File: src/rtl/mct_pkg.sv
package mct_pkg;
   localparam int BLK_STRIDE  = 8;
   localparam int ADDR_RUN    = 0;
   localparam int OFS_PRELOAD = 3;
   localparam int OFS_IE      = 4;
   localparam int OFS_STAT    = 5;
   localparam int OFS_COUNT   = 6;
   localparam int MAX_MATCH   = 3;

   typedef enum logic {
      MODE_FREE     = 1'b0,
      MODE_PERIODIC = 1'b1
   } reload_mode_e;
endpackage

File: src/rtl/mct_cmp.sv
module mct_cmp #(
   parameter int CNT_W = 32
) (
   input  logic             clk,
   input  logic             rst_n,
   input  logic             active,
   input  logic [CNT_W-1:0] count,
   input  logic [CNT_W-1:0] match_val,
   input  logic             clr,
   output logic             hit
);
   // a match on the same edge as a clear wins
   always_ff @(posedge clk) begin
      if (!rst_n)                            hit <= 1'b0;
      else if (active && count == match_val) hit <= 1'b1;
      else if (clr)                          hit <= 1'b0;
   end
endmodule

File: src/rtl/mct_channel.sv
module mct_channel
   import mct_pkg::*;
#(
   parameter int CNT_W     = 32,
   parameter int NUM_MATCH = 3
) (
   input  logic                            clk,
   input  logic                            rst_n,
   input  logic                            run,
   input  logic                            restart,
   input  reload_mode_e                    mode,
   input  logic [NUM_MATCH-1:0][CNT_W-1:0] match_val,
   input  logic [NUM_MATCH-1:0]            clr,
   input  logic [NUM_MATCH-1:0]            ie,
   output logic [CNT_W-1:0]                count,
   output logic [NUM_MATCH-1:0]            status,
   output logic                            irq
);
   logic wrap;

   assign wrap = (mode == MODE_PERIODIC) && (count == match_val[0]);

   always_ff @(posedge clk) begin
      if (!rst_n)
         count <= '0;
      else if (restart && mode == MODE_PERIODIC)
         count <= '0;
      else if (run)
         count <= wrap ? '0 : count + CNT_W'(1);
   end

   for (genvar m = 0; m < NUM_MATCH; m++) begin : g_cmp
      mct_cmp #(.CNT_W(CNT_W)) u_cmp (
         .clk       (clk),
         .rst_n     (rst_n),
         .active    (run),
         .count     (count),
         .match_val (match_val[m]),
         .clr       (clr[m]),
         .hit       (status[m])
      );
   end

   assign irq = |(status & ie);
endmodule

File: src/rtl/mct_bank.sv
module mct_bank
   import mct_pkg::*;
#(
   parameter int NUM_CTR   = 3,
   parameter int NUM_MATCH = 3,
   parameter int CNT_W     = 32,
   localparam int ADDR_W   = $clog2(BLK_STRIDE * (NUM_CTR + 1))
) (
   input  logic               clk,
   input  logic               rst_n,
   input  logic               bus_wr,
   input  logic [ADDR_W-1:0]  bus_addr,
   input  logic [CNT_W-1:0]   bus_wdata,
   output logic [CNT_W-1:0]   bus_rdata,
   output logic [NUM_CTR-1:0] irq
);
   if (NUM_MATCH < 1 || NUM_MATCH > MAX_MATCH) begin : g_bad_match
      $error("mct_bank: NUM_MATCH out of range");
   end
   if (NUM_CTR < 1 || NUM_CTR > CNT_W) begin : g_bad_ctr
      $error("mct_bank: NUM_CTR out of range");
   end
   if (CNT_W < 8) begin : g_bad_width
      $error("mct_bank: CNT_W too small");
   end

   logic [NUM_CTR-1:0]                            en_q;
   logic [NUM_CTR-1:0]                            preload_q;
   logic [NUM_CTR-1:0][NUM_MATCH-1:0]             ie_q;
   logic [NUM_CTR-1:0][NUM_MATCH-1:0][CNT_W-1:0]  match_q;
   logic [NUM_CTR-1:0][CNT_W-1:0]                 cnt_all;
   logic [NUM_CTR-1:0][NUM_MATCH-1:0]             stat_all;
   logic                                          run_wr;

   assign run_wr = bus_wr && (bus_addr == ADDR_W'(ADDR_RUN));

   always_ff @(posedge clk) begin
      if (!rst_n)      en_q <= '0;
      else if (run_wr) en_q <= bus_wdata[NUM_CTR-1:0];
   end

   for (genvar c = 0; c < NUM_CTR; c++) begin : g_ctr
      localparam int BASE = BLK_STRIDE * (c + 1);
      logic                 restart;
      logic [NUM_MATCH-1:0] clr;

      always_ff @(posedge clk) begin
         if (!rst_n) begin
            match_q[c]   <= '1;
            preload_q[c] <= 1'b0;
            ie_q[c]      <= '0;
         end else if (bus_wr) begin
            for (int m = 0; m < NUM_MATCH; m++)
               if (bus_addr == ADDR_W'(BASE + m)) match_q[c][m] <= bus_wdata;
            if (bus_addr == ADDR_W'(BASE + OFS_PRELOAD)) preload_q[c] <= bus_wdata[0];
            if (bus_addr == ADDR_W'(BASE + OFS_IE))      ie_q[c] <= bus_wdata[NUM_MATCH-1:0];
         end
      end

      assign clr     = (bus_wr && bus_addr == ADDR_W'(BASE + OFS_STAT))
                       ? bus_wdata[NUM_MATCH-1:0] : '0;
      assign restart = run_wr && bus_wdata[c] && !en_q[c];

      mct_channel #(.CNT_W(CNT_W), .NUM_MATCH(NUM_MATCH)) u_chan (
         .clk       (clk),
         .rst_n     (rst_n),
         .run       (en_q[c]),
         .restart   (restart),
         .mode      (reload_mode_e'(preload_q[c])),
         .match_val (match_q[c]),
         .clr       (clr),
         .ie        (ie_q[c]),
         .count     (cnt_all[c]),
         .status    (stat_all[c]),
         .irq       (irq[c])
      );
   end

   always_comb begin
      bus_rdata = '0;
      if (bus_addr == ADDR_W'(ADDR_RUN)) bus_rdata[NUM_CTR-1:0] = en_q;
      for (int c = 0; c < NUM_CTR; c++) begin
         for (int m = 0; m < NUM_MATCH; m++)
            if (bus_addr == ADDR_W'(BLK_STRIDE * (c + 1) + m)) bus_rdata = match_q[c][m];
         if (bus_addr == ADDR_W'(BLK_STRIDE * (c + 1) + OFS_PRELOAD))
            bus_rdata[0] = preload_q[c];
         if (bus_addr == ADDR_W'(BLK_STRIDE * (c + 1) + OFS_IE))
            bus_rdata[NUM_MATCH-1:0] = ie_q[c];
         if (bus_addr == ADDR_W'(BLK_STRIDE * (c + 1) + OFS_STAT))
            bus_rdata[NUM_MATCH-1:0] = stat_all[c];
         if (bus_addr == ADDR_W'(BLK_STRIDE * (c + 1) + OFS_COUNT))
            bus_rdata = cnt_all[c];
      end
   end
endmodule

File: config.mk
export PLATFORM = sky130hd
export DESIGN_NAME = mct_bank
export DESIGN_NICKNAME = d
export VERILOG_FILES = /design/src/rtl/mct_pkg.sv /design/src/rtl/mct_cmp.sv /design/src/rtl/mct_channel.sv /design/src/rtl/mct_bank.sv
export SDC_FILE = /design/constraint.sdc
export NUM_CORES = 1
export LEC_CHECK = 0
export BUFFER_PORTS_ARGS = -buffer_cell sky130_fd_sc_hd__buf_2
export CORE_AREA = 2 2 219 383
export DETAILED_ROUTE_END_ITERATION = 12
export DIE_AREA = 0 0 221 385
export GPL_TIMING_DRIVEN = 0
export PLACE_DENSITY_LB_ADDON = 0.15
export SLEW_MARGIN = 10
export SYNTH_ARGS = -nofsm -noshare
export SYNTH_HDL_FRONTEND = slang
export SYNTH_HIERARCHICAL = 1
export SYNTH_SLANG_ARGS = --single-unit
File: constraint.sdc
create_clock -name clk -period 3.4 [get_ports clk]
set_input_delay 0.34 -clock clk [delete_from_list [all_inputs] [get_ports clk]]
set_output_delay 0.34 -clock clk [all_outputs]
set_load 0.1 [all_outputs]
==> impl_metrics.sql <==
INSERT INTO impl_metrics (metric_group, metric, value, unit) VALUES
('clock_network', 'clock_transition_at_the_registers_of_the_reported_paths', '0.06', 'ns'),
('global_route', 'grt_pass1_vias', '25800', ''),
('setup_path', 'worst-path-max-fanout', '10', ''),
('setup_path', 'worstPathRequired', '3.06', 'ns'),
('timing', 'finalWorstPathRequiredPeriod', '3.50', 'ns'),
('logic_synthesis', 'gate_count_after_technology_mapping', '3170', ''),
('status', 'violations', 'setup timing', ''),
('floorplan', 'die_width', '221', 'µm'),
('timing', 'setup_viol', '4', ''),
('place', 'placed_cell_areas', '26000', 'µm²'),
('place', 'place.detailed.instances', '4271', ''),
('global_route', 'antenna_found_initial', '9', ''),
('power_and_ir_drop', 'switching_share', '30.4', '%'),
('clock_network', 'tritoncts_num_sinks', '408', ''),
('timing', 'max-slew-margin-rel', '4.25', '%'),
('place', 'dp_hpwl', '119000', 'µm'),
('setup_path', 'timing_worst_setup_path_type', 'in -> out', ''),
('power_and_ir_drop', 'cell_area_power_density', '431', 'nW/µm²'),
('routing', 'detailed_route_via_count', '25800', ''),
('timing', 'timing.fmax', '285', 'MHz'),
('routing', 'drtPass1Iterations', '5', ''),
('global_route', 'global_route.usage.total', '36.0', '%'),
('clock_network', 'clock_latency_on_the_worst_skew_pair', '0.66', 'ns'),
('routing', 'drc_errors', '0', ''),
('timing', 'worst_slack', '-0.105', 'ns'),
('logic_synthesis', 'synth-edff-count', '0', ''),
('global_route', 'grt_pass1_wl', '212000', 'µm'),
('layout', 'syn2layout_area_growth', '13.6', '%'),
('place', 'detailedPlace.worstSlack', '-0.985', 'ns'),
('logic_synthesis', 'ys_warn_count', '6', ''),
('power_and_ir_drop', 'p_switching', '3.63', 'mW'),
('routing', 'wl', '156000', 'µm'),
('logic_synthesis', 'postSynthNetCount', '3213', ''),
('timing', 'tightestPinTransition', '1.44', 'ns'),
('logic_synthesis', 'synth_seq_cells', '408', ''),
('timing', 'timing.clock.skew', '0.0299', 'ns'),
('clock_network', 'number_of_buffers_inserted_for_hold_repair_after_clock_tree_synthesis', '0', ''),
('layout', 'finalCoreUtilization', '33.9', '%'),
('logic_synthesis', 'post_synth.cell_area_avg', '7.70', 'µm²'),
('logic_synthesis', 'share_of_the_synthesized_area_in_the_top_cell_type', '33.5', '%'),
('place', 'globalplace.congestion', '1.05', ''),
('logic_synthesis', 'postSynth.topFlopCell', 'sky130_fd_sc_hd__dfxtp_1', ''),
('setup_path', 'critical_path.endpoint_type', 'primary output', ''),
('floorplan', 'fp.dieH', '385', 'µm'),
('floorplan', 'dieArea', '85100', 'µm²'),
('clock_network', 'clockRootBuffer', 'sky130_fd_sc_hd__clkbuf_16', ''),
('timing', 'whs', '0.0372', 'ns'),
('routing', 'routed.top_layer', 'met5', ''),
('min_path', 'hold_path_class', 'in -> reg', ''),
('timing', 'hold_viol', '0', ''),
('status', 'outcome', 'finished, violations left', ''),
('power_and_ir_drop', 'p_clk_share', '46.7', '%'),
('logic_synthesis', 'syn-cell-area', '24400', 'µm²'),
('logic_synthesis', 'yosys.area.top_type', 'sky130_fd_sc_hd__dfxtp_1', ''),
('routing', 'antenna_left', '0', ''),
('power_and_ir_drop', 'share_seq_of_total_power', '41.2', '%'),
('timing', 'final_max_slew_viol_count', '0', ''),
('logic_synthesis', 'synth_sequential_area_ratio', '33.5', '%'),
('power_and_ir_drop', 'max_vdd_drop', '0.576', 'mV'),
('global_route', 'maximum_number_of_pins_on_one_net_before_global_route_repair', '26', ''),
('floorplan', 'design.portCount', '75', ''),
('global_route', 'gr-total-overflow', '0', ''),
('layout', 'final_layout_size_suffix_gt1_share', '9.68', '%'),
('logic_synthesis', 'yosysUniqueCellTypes', '84', ''),
('clock_network', 'cts_tree', 'built', ''),
('setup_path', 'critical_path.startpoint_type', 'primary input', ''),
('routing', 'vias_per_cell', '5.93', ''),
('floorplan', 'row_count', '139', ''),
('timing', 'grt_setup_unrepaired', 'false', ''),
('power_and_ir_drop', 'power.share.combinational', '12.0', '%'),
('run', 'max_cap_violations', '0', '');
metrics by stage:
step / total power [mW] / TNS (ns)
2_1_floorplan: 5.83 / 0
3_3_place_gp: 6.39 / -44.66
3_5_place_dp: 6.39 / -13.56
4_1_cts: 11.9 / 0
5_1_grt: 12.2 / 0
6_report: 11.9 / -0.195
logic make-up (layout without fill, tap and decap cells):
group           after synthesis  in the layout  synth area share [%]
fa+ha+maj                     3              3                 0.154
other cells                   0              5                     0
simple gates               1633           1633                  32.9
mux                          40             40                  1.69
buf+inv                     280            405                  5.26
compound gates              349            349                  10.2
flops                       408            408                  33.5
xor+xnor                    457            457                  16.4
power by group through the flow:
stage,clock network [mW],registers (mW),logic (mW)
2_1_floorplan,0,4.97,0.856
3_3_place_gp,0,5.03,1.36
3_5_place_dp,0,5.03,1.36
4_1_cts,5.60,4.92,1.37
5_1_grt,5.80,4.92,1.46
6_report,5.58,4.93,1.44
layer usage:
metal	global-route usage [%]	vias up
li1	-	11200
met1	32.9	12500
met2	61.7	1436
met3	8.96	709
met4	41.1	6
met5	0.0566	-
final timing paths:
kind	slack (ns)	to	cells past startpoint	start
hold / removal	0.04	ie_q[7]	3	bus_wdata[1]
hold reg to reg	0.50	match_q[88]	2	match_q[88]
setup / recovery	-0.10	bus_rdata[26]	9	bus_addr[0]
setup reg to reg	0.14	g_ctr[2].u_chan/g_cmp[2].u_cmp/hit	5	g_ctr[2].u_chan/count[11]
critical path: stages:
cell	delay, ns
sky130_fd_sc_hd__buf_2	0.12
sky130_fd_sc_hd__inv_1	0.32
sky130_fd_sc_hd__clkbuf_2	0.39
sky130_fd_sc_hd__buf_4	0.44
sky130_fd_sc_hd__nor2_1	0.20
sky130_fd_sc_hd__o21ai_1	0.38
sky130_fd_sc_hd__o221ai_1	0.25
sky130_fd_sc_hd__o211ai_1	0.32
sky130_fd_sc_hd__clkbuf_4	0.40
placed cells by master (no fill, tap or decap), drive strengths merged, types with 10 or more instances in the layout:
master	count
a21oi	47
or4	16
o22ai	23
o21ai	71
dfxtp	408
nor3	133
o31ai	11
inv	35
nor2b	44
a2111oi	18
nor2	69
nand3b	22
and4	12
a21o	29
mux2i	30
o221ai	11
nand2	708
nand4	75
clkbuf	202
clkinv	10
nand3	351
mux2	10
xnor2	192
buf	149
a22oi	57
and3	58
a22o	18
xor2	265
nor4	94
layout make-up:
| cell class | count | area [µm²] |
|---|---|---|
| clock inverter | 20 | 314 |
| multi-input combinational | 2482 | 15100 |
| inverter | 34 | 128 |
| antenna | 5 | 12.5 |
| tap | 1057 | 1320 |
| clock buffer | 60 | 1280 |
| buffer | 245 | 1180 |
| sequential | 408 | 8170 |
| fill | 8876 | 54200 |
| timing repair buffer | 46 | 267 |
state kept, by name, summed over array words and instances, names as in the netlist:
name / cells
en_q: 3
g_ctr.u_chan/count: 96
ie_q: 9
match_q: 288
g_ctr.u_chan/g_cmp.u_cmp/hit: 9
preload_q: 3
Yosys cell counts, types with 47 or more instances:
library cell and n:
sky130_fd_sc_hd__nand2_1 708, sky130_fd_sc_hd__dfxtp_1 408, sky130_fd_sc_hd__nand3_1 351, sky130_fd_sc_hd__xor2_1 265, sky130_fd_sc_hd__xnor2_1 192, sky130_fd_sc_hd__clkbuf_1 134, sky130_fd_sc_hd__nor3_1 119, sky130_fd_sc_hd__nor4_1 91
sky130_fd_sc_hd__buf_2 87, sky130_fd_sc_hd__nand4_1 72, sky130_fd_sc_hd__nor2_1 62, sky130_fd_sc_hd__o21ai_0 60, sky130_fd_sc_hd__and3_1 58, sky130_fd_sc_hd__a22oi_1 57, sky130_fd_sc_hd__a21oi_1 47
timing repair:
item                                    CTS  global route
gates resized for setup                  18            25
setup buffers                             1             0
pin swaps                                 1             0
endpoints found under the setup margin   27            21
Power figures use the tool's default switching activity.
